===== src/rtl/bfill_pkg.sv =====
package bfill_pkg;

    typedef enum logic [1:0] {
        FS_IDLE  = 2'd0,
        FS_ARMED = 2'd1,
        FS_SWEEP = 2'd2
    } fill_state_e;

    typedef enum logic {
        TGT_TX = 1'b0,
        TGT_RX = 1'b1
    } fill_tgt_e;

    localparam logic [1:0] BE_HI  = 2'b10;
    localparam logic [1:0] BE_ALL = 2'b11;

    typedef struct packed {
        fill_state_e state;
        fill_tgt_e   tgt;
        logic [3:0]  nib;
    } seq_reg_t;

    typedef struct packed {
        logic sel;
    } top_reg_t;

endpackage


===== src/rtl/bfill_framer.sv =====
module bfill_framer #(
    parameter int POS_W = 12
) (
    input  logic             clk,
    input  logic             rst,
    input  logic             tick_i,
    input  logic             frame_i,
    output logic [POS_W-1:0] chan_o
);
    localparam logic [POS_W-1:0] POS_MAX = {POS_W{1'b1}};

    typedef struct packed {
        logic [POS_W-1:0] pos;
    } frm_reg_t;

    frm_reg_t r_q, r_d;

    always_comb begin
        r_d    = r_q;
        chan_o = frame_i ? '0 : r_q.pos;
        if (tick_i) begin
            r_d.pos = (chan_o == POS_MAX) ? POS_MAX : chan_o + 1'b1;
        end
    end

    always_ff @(posedge clk) begin
        if (rst) r_q <= '0;
        else     r_q <= r_d;
    end

    assert_pos_hold_R4: assert property (@(posedge clk) disable iff (rst)
        !tick_i |=> (r_q.pos == $past(r_q.pos)));

endmodule


===== src/rtl/bfill_seq.sv =====
module bfill_seq
    import bfill_pkg::*;
#(
    parameter int TX_DEPTH = 2430,
    parameter int RX_DEPTH = 512,
    parameter int POS_W    = 12,
    parameter int AW       = 12
) (
    input  logic             clk,
    input  logic             rst,
    input  logic             ctl_we_i,
    input  logic             ctl_en_i,
    input  logic [3:0]       ctl_nib_i,
    input  logic             sel_i,
    input  logic             tick_i,
    input  logic             frame_i,
    input  logic [POS_W-1:0] chan_i,
    output logic             busy_o,
    output fill_tgt_e        tgt_o,
    output logic             fill_we_o,
    output logic [AW-1:0]    fill_addr_o,
    output logic [3:0]       fill_nib_o
);
    localparam logic [POS_W-1:0] TX_LAST = POS_W'(TX_DEPTH - 1);
    localparam logic [POS_W-1:0] RX_LAST = POS_W'(RX_DEPTH - 1);

    seq_reg_t         r_q, r_d;
    logic             abort;
    logic [POS_W-1:0] last;

    always_comb begin
        r_d       = r_q;
        fill_we_o = 1'b0;
        abort     = ctl_we_i && !ctl_en_i;
        last      = (r_q.tgt == TGT_RX) ? RX_LAST : TX_LAST;
        unique case (r_q.state)
            FS_IDLE: begin
                if (ctl_we_i && ctl_en_i) begin
                    r_d.state = FS_ARMED;
                    r_d.tgt   = fill_tgt_e'(sel_i);
                    r_d.nib   = ctl_nib_i;
                end
            end
            FS_ARMED: begin
                if (abort) begin
                    r_d.state = FS_IDLE;
                end else if (tick_i && frame_i) begin
                    fill_we_o = 1'b1;
                    r_d.state = (chan_i == last) ? FS_IDLE : FS_SWEEP;
                end
            end
            FS_SWEEP: begin
                if (abort) begin
                    r_d.state = FS_IDLE;
                end else if (tick_i) begin
                    if (frame_i) begin
                        r_d.state = FS_IDLE;
                    end else begin
                        fill_we_o = 1'b1;
                        if (chan_i == last) r_d.state = FS_IDLE;
                    end
                end
            end
            default: r_d.state = FS_IDLE;
        endcase
    end

    always_ff @(posedge clk) begin
        if (rst) r_q <= '{state: FS_IDLE, tgt: TGT_TX, nib: 4'h0};
        else     r_q <= r_d;
    end

    assign busy_o      = (r_q.state != FS_IDLE);
    assign tgt_o       = r_q.tgt;
    assign fill_nib_o  = r_q.nib;
    assign fill_addr_o = AW'(chan_i);

    assert_addr_range_R3: assert property (@(posedge clk) disable iff (rst)
        fill_we_o |-> (chan_i <= last));

    assert_abort_idle_R6: assert property (@(posedge clk) disable iff (rst)
        (ctl_we_i && !ctl_en_i) |=> !busy_o);

    assert_tgt_hold_R9: assert property (@(posedge clk) disable iff (rst)
        busy_o |=> (!busy_o || $stable(r_q.tgt)));

    assert_nib_hold_R11: assert property (@(posedge clk) disable iff (rst)
        busy_o |=> (!busy_o || $stable(r_q.nib)));

    assert_no_pace_R7: assert property (@(posedge clk) disable iff (rst)
        (busy_o && !tick_i && !abort) |=> busy_o);

endmodule


===== src/rtl/bfill_port.sv =====
module bfill_port
    import bfill_pkg::*;
#(
    parameter int AW = 12
) (
    input  logic          clk,
    input  logic          rst,
    input  logic          busy_i,
    input  logic          fill_we_i,
    input  logic [AW-1:0] fill_addr_i,
    input  logic [3:0]    fill_nib_i,
    input  logic          cpu_we_i,
    input  logic [AW-1:0] cpu_addr_i,
    input  logic [7:0]    cpu_data_i,
    output logic          we_o,
    output logic [AW-1:0] addr_o,
    output logic [7:0]    wdata_o,
    output logic [1:0]    be_o
);
    typedef struct packed {
        logic          we;
        logic [AW-1:0] addr;
        logic [7:0]    data;
        logic [1:0]    be;
    } port_reg_t;

    port_reg_t p_q, p_d;

    always_comb begin
        p_d = '0;
        if (fill_we_i) begin
            p_d.we   = 1'b1;
            p_d.addr = fill_addr_i;
            p_d.data = {fill_nib_i, 4'h0};
            p_d.be   = BE_HI;
        end else if (cpu_we_i && !busy_i) begin
            p_d.we   = 1'b1;
            p_d.addr = cpu_addr_i;
            p_d.data = cpu_data_i;
            p_d.be   = BE_ALL;
        end
    end

    always_ff @(posedge clk) begin
        if (rst) p_q <= '0;
        else     p_q <= p_d;
    end

    assign we_o    = p_q.we;
    assign addr_o  = p_q.addr;
    assign wdata_o = p_q.data;
    assign be_o    = p_q.be;

    assert_cpu_drop_R10: assert property (@(posedge clk) disable iff (rst)
        (we_o && be_o == BE_ALL) |-> !$past(busy_i));

    assert_fill_nibble_R2: assert property (@(posedge clk) disable iff (rst)
        (we_o && be_o == BE_HI) |-> ($past(fill_we_i) && wdata_o[7:4] == $past(fill_nib_i)));

endmodule


===== src/rtl/nibble_block_fill.sv =====
module nibble_block_fill
    import bfill_pkg::*;
#(
    parameter int TX_DEPTH = 2430,
    parameter int RX_DEPTH = 512,
    parameter int POS_W    = 12,
    localparam int TX_AW   = $clog2(TX_DEPTH),
    localparam int RX_AW   = $clog2(RX_DEPTH)
) (
    input  logic             clk,
    input  logic             rst,
    input  logic             reg_sel_we,
    input  logic             reg_sel_val,
    input  logic             reg_ctl_we,
    input  logic             reg_ctl_en,
    input  logic [3:0]       reg_ctl_nib,
    output logic             fill_en_o,
    output logic             sel_o,
    input  logic             tdm_tick,
    input  logic             tdm_frame,
    input  logic             cpu_mem_we,
    input  logic             cpu_mem_tgt,
    input  logic [TX_AW-1:0] cpu_mem_addr,
    input  logic [7:0]       cpu_mem_data,
    output logic             tx_we,
    output logic [TX_AW-1:0] tx_addr,
    output logic [7:0]       tx_wdata,
    output logic [1:0]       tx_be,
    output logic             rx_we,
    output logic [RX_AW-1:0] rx_addr,
    output logic [7:0]       rx_wdata,
    output logic [1:0]       rx_be
);
    top_reg_t         t_q, t_d;
    logic [POS_W-1:0] chan;
    logic             busy;
    fill_tgt_e        tgt;
    logic             fill_we;
    logic [TX_AW-1:0] fill_addr;
    logic [3:0]       fill_nib;
    logic             busy_tx, busy_rx;

    always_comb begin
        t_d = t_q;
        if (reg_sel_we) t_d.sel = reg_sel_val;
    end

    always_ff @(posedge clk) begin
        if (rst) t_q <= '0;
        else     t_q <= t_d;
    end

    assign sel_o     = t_q.sel;
    assign fill_en_o = busy;
    assign busy_tx   = busy && (tgt == TGT_TX);
    assign busy_rx   = busy && (tgt == TGT_RX);

    bfill_framer #(.POS_W(POS_W)) u_framer (
        .clk     (clk),
        .rst     (rst),
        .tick_i  (tdm_tick),
        .frame_i (tdm_frame),
        .chan_o  (chan)
    );

    bfill_seq #(
        .TX_DEPTH (TX_DEPTH),
        .RX_DEPTH (RX_DEPTH),
        .POS_W    (POS_W),
        .AW       (TX_AW)
    ) u_seq (
        .clk         (clk),
        .rst         (rst),
        .ctl_we_i    (reg_ctl_we),
        .ctl_en_i    (reg_ctl_en),
        .ctl_nib_i   (reg_ctl_nib),
        .sel_i       (t_q.sel),
        .tick_i      (tdm_tick),
        .frame_i     (tdm_frame),
        .chan_i      (chan),
        .busy_o      (busy),
        .tgt_o       (tgt),
        .fill_we_o   (fill_we),
        .fill_addr_o (fill_addr),
        .fill_nib_o  (fill_nib)
    );

    bfill_port #(.AW(TX_AW)) u_port_tx (
        .clk         (clk),
        .rst         (rst),
        .busy_i      (busy_tx),
        .fill_we_i   (fill_we && (tgt == TGT_TX)),
        .fill_addr_i (fill_addr),
        .fill_nib_i  (fill_nib),
        .cpu_we_i    (cpu_mem_we && !cpu_mem_tgt),
        .cpu_addr_i  (cpu_mem_addr),
        .cpu_data_i  (cpu_mem_data),
        .we_o        (tx_we),
        .addr_o      (tx_addr),
        .wdata_o     (tx_wdata),
        .be_o        (tx_be)
    );

    bfill_port #(.AW(RX_AW)) u_port_rx (
        .clk         (clk),
        .rst         (rst),
        .busy_i      (busy_rx),
        .fill_we_i   (fill_we && (tgt == TGT_RX)),
        .fill_addr_i (RX_AW'(fill_addr)),
        .fill_nib_i  (fill_nib),
        .cpu_we_i    (cpu_mem_we && cpu_mem_tgt),
        .cpu_addr_i  (RX_AW'(cpu_mem_addr)),
        .cpu_data_i  (cpu_mem_data),
        .we_o        (rx_we),
        .addr_o      (rx_addr),
        .wdata_o     (rx_wdata),
        .be_o        (rx_be)
    );

    assert_one_target_R3: assert property (@(posedge clk) disable iff (rst)
        !(tx_we && tx_be == BE_HI && rx_we && rx_be == BE_HI));

    assert_en_fall_R5: assert property (@(posedge clk) disable iff (rst)
        $fell(fill_en_o) |-> $past(tdm_tick || (reg_ctl_we && !reg_ctl_en)));

    assert_start_R1: assert property (@(posedge clk) disable iff (rst)
        (reg_ctl_we && reg_ctl_en) |=> fill_en_o);

endmodule


===== config.mk =====
export PLATFORM = sky130hd
export DESIGN_NAME = nibble_block_fill
export DESIGN_NICKNAME = d
export VERILOG_FILES = /design/src/rtl/bfill_pkg.sv /design/src/rtl/bfill_framer.sv /design/src/rtl/bfill_seq.sv /design/src/rtl/bfill_port.sv /design/src/rtl/nibble_block_fill.sv
export SDC_FILE = /design/constraint.sdc
export NUM_CORES = 1
export LEC_CHECK = 0
export CAP_MARGIN = 25
export CORE_MARGIN = 4
export CORE_UTILIZATION = 42
export DETAILED_ROUTE_END_ITERATION = 8
export HOLD_SLACK_MARGIN = 0.1
export PLACE_DENSITY_LB_ADDON = 0.12
export SLEW_MARGIN = 20
export SYNTH_ARGS = -nofsm -noshare
export SYNTH_HDL_FRONTEND = slang
export SYNTH_SLANG_ARGS = --single-unit

===== constraint.sdc =====
create_clock -name clk -period 1.9 [get_ports clk]
set_input_delay 0.38 -clock clk [delete_from_list [all_inputs] [get_ports clk]]
set_output_delay 0.38 -clock clk [all_outputs]
set_load 0.05 [all_outputs]

### After elaboration in Yosys (flattened, before gate mapping)

Index checks and enable logic that the tools add are counted.

| storage, ports and cells | value |
|---|---|
| input bits | 34 |
| word-level logic and storage cells | 74 |
| flip-flop bits (word level) | 63 |
| output and inout port bits | 45 |

| cells by class | value |
|---|---|
| multiplexer cells | 22 |
| equality and inequality tests | 8 |
| reductions and logical operators | 23 |
| bitwise gates (word level) | 3 |
| $add $sub $neg | 1 |

Operator list:

| kind | count |
|---|---|
| 23-bit 2-to-1 mux | 2 |
| 20-bit 2-to-1 mux | 2 |
| 12-bit 2-to-1 mux | 3 |
| 2-bit 2-to-1 mux | 7 |
| 12-bit by 1-bit adder with 12-bit output (second input constant) | 1 |
| 12-bit == test | 1 |
| 12-bit == test (second input constant) | 1 |
| 1-bit logical AND | 11 |
| 7-bit 2-to-1 mux | 1 |
| 2-bit one-hot mux with 3 select lines | 1 |
| 3-bit OR reduction | 2 |
| 1-bit 2-to-1 mux | 5 |
| 1-bit zero test | 4 |
| 4-bit by 2-bit inequality test with 1-bit output (second input constant) | 1 |
| 4-bit AND reduction | 1 |
| 2-bit OR reduction | 2 |
| 3-bit by 1-bit inequality test with 1-bit output (second input constant) | 1 |
| 3-bit by 2-bit inequality test with 1-bit output (second input constant) | 1 |
| 1-bit inverter | 3 |
| 2-bit by 1-bit == test with 1-bit output (second input constant) | 1 |
| 2-bit == test (second input constant) | 1 |
| 2-bit zero test | 1 |
| 2-bit by 1-bit inequality test with 1-bit output (second input constant) | 1 |
| 1-bit one-hot mux with 2 select lines | 1 |
| other kinds (2) | 2 |

### Longest topological paths before layout

Gate-level depths: netlist (run 1).

| depth | value |
|---|---|
| word-level depth | 7 |
| gate-level depth with buffers | 10 |
| gate-level depth less buffers | 7 |

### Cells and area by module

From an unflattened synthesis (run 1), not the netlist that was laid out.

| second synthesis, totals | value |
|---|---|
| cell total of the unflattened synthesis | 336 |
| area, all modules | 3,183.1 um2 |

Modules (own cells, without submodules):

| module | sequential area each (um2) | cells an instance | instances | area an instance (um2) |
|---|---|---|---|---|
| bfill_port at u_port_tx | 440.4 | 86 | 1 | 879.6 |
| bfill_framer | 240.2 | 96 | 1 | 853.3 |
| bfill_port at u_port_rx | 380.4 | 73 | 1 | 754.5 |
| bfill_seq | 140.1 | 72 | 1 | 624.3 |
| nibble_block_fill | 20.0 | 9 | 1 | 71.3 |

### Worst setup path after synthesis (run 1)

No wires, ideal clock.

| timing | value |
|---|---|
| path kind | input -> register |
| start | in tdm_frame |
| end | reg u_framer.r_q[1] (netlist bit) |
| path buffers | 3 |
| required time | 1.814 ns |
| slack | 0.077 ns |
| stages on the path | 8 |
| library setup time | 0.086 ns |
| data arrival time | 1.738 ns |
| path through | buf_6 buf_2 nor2b_1 ha_1 clkbuf_1 and3_1 nor2_1 a211oi_1 |

| between the ends | value |
|---|---|
| cells in the longest elaborated chain, start to end | 3 |
| elaborated cells on any way between the ends | 4 |
| classes of those cells | add/sub (1); eq/ne (1); mux (2) |

Ends and longest elaborated chain:

| what | line | text |
|---|---|---|
| start: declaration | nibble_block_fill.sv:20 | `input logic tdm_frame,` |
| 12-bit 2-to-1 mux (*) | bfill_framer.sv:20 | `chan_o = frame_i ? '0 : r_q.pos;` |
| 12-bit by 1-bit adder with 12-bit output or 12-bit == test (tied branches) | bfill_framer.sv:22 | `r_d.pos = (chan_o == POS_MAX) ? POS_MAX : chan_o + 1'b1;` |
| 12-bit 2-to-1 mux (*) | bfill_framer.sv:22 |  |
| end signal: assignment | bfill_framer.sv:28 | `else r_q <= r_d;` |
| end: declaration | bfill_framer.sv:16 | `frm_reg_t r_q, r_d;` |

Mark *: on every way between the ends. The rest lies on a longest branch, timed or not.
A chain may end at the register's enable or synchronous reset.

### Worst setup path in the final report (run 1)

| timing | value |
|---|---|
| start | reg u_port_tx.p_q, in the netlist u_port_tx.be_o[1] |
| end | out tx_be[1] |

RTL lines:

| what | line | text |
|---|---|---|
| start: declaration | bfill_port.sv:27 | `port_reg_t p_q, p_d;` |
| start signal: assignment | bfill_port.sv:46 | `else p_q <= p_d;` |
| end: declaration | nibble_block_fill.sv:28 | `output logic [1:0] tx_be,` |

No word-level cell between the ends.

==> results.toml, run 1 <==
[worst_setup_path]
crit_buf_inv = 1
start_kind = "flip-flop"
crit_chain = "clkdlybuf4s50_1"
r2r_start = "u_seq.r_q[5]"
cpMaxStageDelayCell = "clkdlybuf4s50_1"
end_kind = "primary output"
crit_required_ps = 1520
crit_family = "buffers and inverters"
timing.rr.end = "u_port_rx.wdata_o[0]"
ff2ff_setup_slack_ps = 100
ff2ff_path_depth = 8
crit_path_max_incr_delay_ps = 810
crit_arrival_ps = 1480
cp-endpoint = "tx_be[1]"
critPathLaunch = "u_port_tx.be_o[1]"
worstPathMaxFanout = 2
crit_cells = 1
worstSetupPathType = "flip-flop to primary output"

[drt]
viasPerCell = 5.258
remaining_drc_errors = 0
drt_wl_total_microns = 7074
drt_iter0_drc = 97
vias = 2466
ant_nets = 0
first_pass_iters = 4
avgRoutedWirePerCell_microns = 15.08

[cts]
cts.clk_slew.worst_paths_ps = 70
clock_path_buffers = 2
cts_tree = "yes"
cts-htree-levels = 3
numCtsBuffers = 9
clkLatencyLatePin_ps = 330
postCtsSetupBuffers = 0
clock-sinks = 61
clock-root-buffer = "clkbuf_8"

[outcome]
outcome = "finished clean"

[synth]
yosys_warnings = 0
syn_nets = 322
syn_area_per_cell_sq_um = 9.230
synth-edff-count = 0
ys_types = 52
synth_largest_area_cell = "dfxtp_1"
synthTopCellsByArea = "dfxtp_1 (47%), a22o_1 (5.0%), a21oi_1 (4.8%)"
synth_ff_type = "dfxtp_1"
yosysTopAreaCellShare = 0.4659
syn_inst = 284
async_flop_share = 0
ys_seq_area_frac = 0.4659
netlist_area_sq_um = 2621
ys_ff_latch = 61

[die]
core_sq_um = 5991
fp-row-count = 28
dieArea_sq_um = 7569
die_x_microns = 87
chipHeight_microns = 87
pin_count = 79
start_util = 0.4376

[timing]
fin_skew_ps = 9.425
rsz0062_at_grt = "no"
max_slew_margin = 0.6500
timing.fmax_ghz = 0.5381
setup_viol = 0
worstMarginPinSlew_ps = 523.3
period_needed_ps = 1858
holdWs_ps = 491.1
hold_viol = 0
slew_violations = 0
fin_tns_setup_ps = 0
setup_slack_ps = 41.56
min_period_over_period = 0.9781

[finish]
final_common_cell = "clkdlybuf4s50_1"
syn2layout_area_growth_pct = 49.74
diodes = 0
num-fill-cells = 505
final_area_sq_um = 3925
register_area_sq_um = 1221
final_layout_size_suffix_gt1_frac = 0.1929
final_cell_mix = "clkdlybuf4s50_1 (73), dfxtp_1 (61), buf_4 (36)"
finalNonFillerCells = 469
multi_input_area_sq_um = 1289
nets = 427

[grt]
grt_pass1_wl_microns = 11000
track_usage = 0.1890
grt_antenna_before_repair = 0
grt-ovfl-total = 0
grt_max_degree = 32
grt_pass1_vias = 2311

[place]
port_buffers = 78
dp_hpwl_microns = 5132
dp.cells = 452
post_dp_cell_area_sq_um = 3655
place.gp.congestion = 0.8871
pre_cts_ws_ps = -509.9

[worst_hold_path]
hold_path.class = "flip-flop to flip-flop"

[power_and_ir_drop]
powerDensity_nw_per_um2 = 775.5
leakage_nw = 1.556
peakVddDrop_v = 0.0004852

[run]
cap_violations = 0
[timing repair]
action                     in CTS  in global routing
gates resized for setup         3                 11
hold buffers                    0                  0
gates cloned                    0                  1
pin swaps                       0                  1
setup endpoints to repair      27                 33
[layer usage]
layer | vias up | share of wire | routed length [microns] | global-route usage
met4 | 0 | 0.024 | 170 | 0.08782
met2 | 87 | 0.44 | 3146 | 0.2905
met1 | 1133 | 0.46 | 3274 | 0.2490
li1 | 1231 | - | - | -
met3 | 15 | 0.068 | 482 | 0.04541
met5 | - | 0 | 0 | 0
[logic make-up (layout without fill, tap and decap cells)]
kind of cell               after synthesis  in the layout  share of synthesized area
AOI/OAI and AO/OA                       82             82                     0.2076
adders and majority gates                4              4                    0.01909
buffers and inverters                   28            137                    0.05919
DFF                                     61             61                     0.4659
muxes                                    7              7                    0.02721
and+or+nand+nor                        102            103                     0.2210
[synth_stat cells, types with 2 or more instances]
master    count
buf_6         4
or3_1         2
a21oi_1      25
dfxtp_1      61
buf_4         2
nand3_1      10
and2_1        9
o21ai_0      14
a22o_1       15
inv_1         6
a311oi_1      2
a31oi_1       6
nor2b_1       3
buf_2        10
clkbuf_1      5
ha_1          4
nand3b_1      2
o31ai_1       3
and3_1        6
nor3_1        4
mux2i_1       6
nand2_1      22
nand2b_1      6
a211oi_1      3
o21ai_1       6
nor2_1       22
[layout make-up]
cell class	count	share of cell area
multi-input cells	196	0.3283
flip-flops and latches	61	0.3111
repair buffers	114	0.2735
clock buffers	9	0.03156
clock inverters	7	0.02486
well taps	75	0.02391
inverters	7	0.006694
[per-stage QoR]
step	util	total power, mW
4_1_cts	0.6481	3.057
6_report	0.6552	3.044
3_3_place_gp	0.6101	1.777
5_1_grt	0.6552	3.156
2_1_floorplan	-	1.593
3_5_place_dp	0.6101	1.782
[tightest hold or removal path, cell delays in order (launching register included)]
cell and delay [ps]:
dfxtp_1 320, nand2b_1 70, o21ai_1 50
[power by group]
group          switching, mW  internal (mW)
clock                  0.542          0.742
sequential            0.0169           1.32
combinational          0.239          0.189
[how the worst min path moves through the flow]
stage / depth (start not counted) / from / endpoint / slack (ps)
2_1_floorplan: 2 / u_seq.fill_nib_o[0] / u_port_rx.wdata_o[4] / 450
3_3_place_gp: 2 / u_seq.fill_nib_o[2] / u_port_rx.wdata_o[6] / 480
3_5_place_dp: 2 / u_seq.fill_nib_o[2] / u_port_rx.wdata_o[6] / 480
4_1_cts: 2 / u_seq.fill_nib_o[2] / u_port_rx.wdata_o[6] / 490
5_1_grt: 2 / u_seq.fill_nib_o[2] / u_port_rx.wdata_o[6] / 520
6_report: 2 / u_seq.fill_nib_o[2] / u_port_rx.wdata_o[6] / 490
[flip-flops by register name, summed over array words and instances (netlist names)]
signal and cells:
u_port_rx.addr_o 9, sel_o 1, u_seq.fill_nib_o 4, u_port_tx.wdata_o 8
u_port_rx.wdata_o 8, u_port_rx.be_o 2, u_port_tx.addr_o 12, u_framer.r_q 12
u_seq.tgt_o 1, u_seq.r_q 2, u_port_tx.be_o 2
Power figures use the tool's default switching activity.
==> run 2, diff against run 1 <==
--- a/config.mk
+++ b/config.mk
@@ -7,7 +7,7 @@
 export LEC_CHECK = 0
 export CAP_MARGIN = 25
 export CORE_MARGIN = 4
-export CORE_UTILIZATION = 42
+export CORE_UTILIZATION = 47
 export DETAILED_ROUTE_END_ITERATION = 8
 export HOLD_SLACK_MARGIN = 0.1
 export PLACE_DENSITY_LB_ADDON = 0.12
==> constraint.sdc (replaced) <==
create_clock -name clk -period 2.11 [get_ports clk]
set_input_delay 0.422 -clock clk [delete_from_list [all_inputs] [get_ports clk]]
set_output_delay 0.422 -clock clk [all_outputs]
set_load 0.05 [all_outputs]
==> results.toml, run 2 (synthesis results as in run 1) <==
[timing]
rsz0062_at_grt = "no"
slew_violations = 0
max_slew_margin = 0.6457
setup_viol = 0
fin_tns_setup_ps = 0
fin_skew_ps = 9.239
period_needed_ps = 2028
timing.fmax_ghz = 0.4932
min_period_over_period = 0.9610
hold_viol = 0
worstMarginPinSlew_ps = 529.9

[power_and_ir_drop]
peakVddDrop_v = 0.0004093
leakage_nw = 1.482
powerDensity_nw_per_um2 = 717.9

[worst_hold_path]
hold_path.class = "flip-flop to flip-flop"
min_path_cells = 2
holdPathEnd = "u_port_rx.wdata_o[6]"
min_from = "u_seq.fill_nib_o[2]"

[finish]
final_cell_mix = "clkdlybuf4s50_1 (77), dfxtp_1 (61), buf_4 (29)"
num-fill-cells = 401
fin_util = 0.7215
final_layout_size_suffix_gt1_frac = 0.1506
diodes = 0
final_common_cell = "clkdlybuf4s50_1"
syn2layout_area_growth_pct = 45.06
nets = 418

[die]
core_sq_um = 5270
dieArea_sq_um = 6836
chipHeight_microns = 82.68
pin_count = 79
die_x_microns = 82.68
fp-row-count = 26
start_util = 0.4974

[worst_setup_path]
end_kind = "flip-flop"
crit_arrival_ps = 2240
r2r_start = "u_seq.r_q[5]"
worstSetupPathType = "primary input to flip-flop"
start_kind = "primary input"
crit_required_ps = 2320
ff2ff_path_depth = 7
timing.rr.end = "u_port_rx.addr_o[0]"
ff2ff_setup_slack_ps = 230
worstPathMaxFanout = 10

[place]
place.gp.congestion = 0.8622
port_buffers = 78
dp_hpwl_microns = 5075

[cts]
postCtsSetupBuffers = 0
clock-root-buffer = "clkbuf_8"
clock-sinks = 61
numCtsBuffers = 9
cts.clk_slew.worst_paths_ps = 70
clkLatencyLatePin_ps = 330
cts_tree = "yes"
clock_path_buffers = 2
cts-htree-levels = 3

[grt]
grt-ovfl-total = 0
grt_max_degree = 32
grt_antenna_before_repair = 0
grt_pass1_wl_microns = 10900
grt_pass1_vias = 2310
track_usage = 0.2117

[drt]
remaining_drc_errors = 0
avgRoutedWirePerCell_microns = 15.18
viasPerCell = 5.415
drt_iter0_drc = 95
vias = 2464
ant_nets = 0
first_pass_iters = 5
drt_wl_total_microns = 6907

[run]
cap_violations = 0

[outcome]
outcome = "finished clean"
[run 2: cell count changes in the layout (fill, tap and decap cells not counted), sizes merged]
cell           previous run  this run
buf                      39        29
clkbuf                    9        10
clkdlybuf4s50            73        77
clkinv                    2         3
clkinvlp                  2         1
dlygate4sd2               1         0
dlymetal6s2s              1         0
inv                       8         7
nor2                     24        23
[run 2: layout make-up]
| class | count | area (sq um) | share of cell area |
|---|---|---|---|
| flip-flops and latches | 61 | 1221 | 0.3212 |
| clock inverters | 6 | 86.33 | 0.02270 |
| clock buffers | 10 | 137.6 | 0.03620 |
| inverters | 7 | 26.28 | 0.006910 |
| well taps | 70 | 87.58 | 0.02303 |
| repair buffers | 106 | 988.4 | 0.2600 |
| multi-input cells | 195 | 1255 | 0.3300 |
[run 2: repair_timing]
item,4_1_cts,5_1_grt
gates resized for setup,0,3
hold buffers,0,0
setup endpoints to repair,0,29
[run 2: where the power goes]
group | switching, mW | total, mW | internal [mW]
clock | 0.464 | 1.16 | 0.695
combinational | 0.208 | 0.369 | 0.162
sequential | 0.0173 | 1.20 | 1.18
[run 2: metal layers]
layer,up-vias,share of wire,track usage,routed length [microns]
li1,1207,-,-,-
met1,1132,0.43,0.2699,2982
met5,-,0,0,0
met2,117,0.47,0.3526,3225
met3,8,0.092,0.05640,636
met4,0,0.0091,0.05882,63
[run 2: metrics by stage]
step | hold WS [ps] | instance area, sq um | cells | total power [mW] | worst slack (ps)
2_1_floorplan | 454.9 | 2621 | 284 | 1.435 | 244.5
3_3_place_gp | 473.0 | 3568 | 439 | 1.592 | -279.5
3_5_place_dp | 487.6 | 3568 | 439 | 1.595 | -331.3
4_1_cts | 500.3 | 3792 | 455 | 2.744 | 20.58
5_1_grt | 513.4 | 3802 | 455 | 2.806 | 4.435
6_report | 495.3 | 3802 | 455 | 2.730 | 82.22
[run 2: how the worst max path moves through the flow]
stage | startpoint | end | slack, ps | cells past startpoint
after global placement | tdm_frame | u_framer.r_q[1] | -280 | 7
after global routing | tdm_frame | u_seq.r_q[5] | 4 | 7
after floorplan | tdm_frame | u_framer.r_q[1] | 240 | 8
after detailed placement | tdm_frame | u_framer.r_q[6] | -330 | 9
after CTS | tdm_frame | u_framer.r_q[1] | 20 | 7
final | tdm_frame | u_seq.r_q[5] | 80 | 7
[run 2: critical path, stage by stage]
cell and delay [ps]:
clkdlybuf4s50_1 490, buf_4 200, buf_4 180, nor3_4 250, a31oi_1 180, a21oi_2 180, mux2_1 330
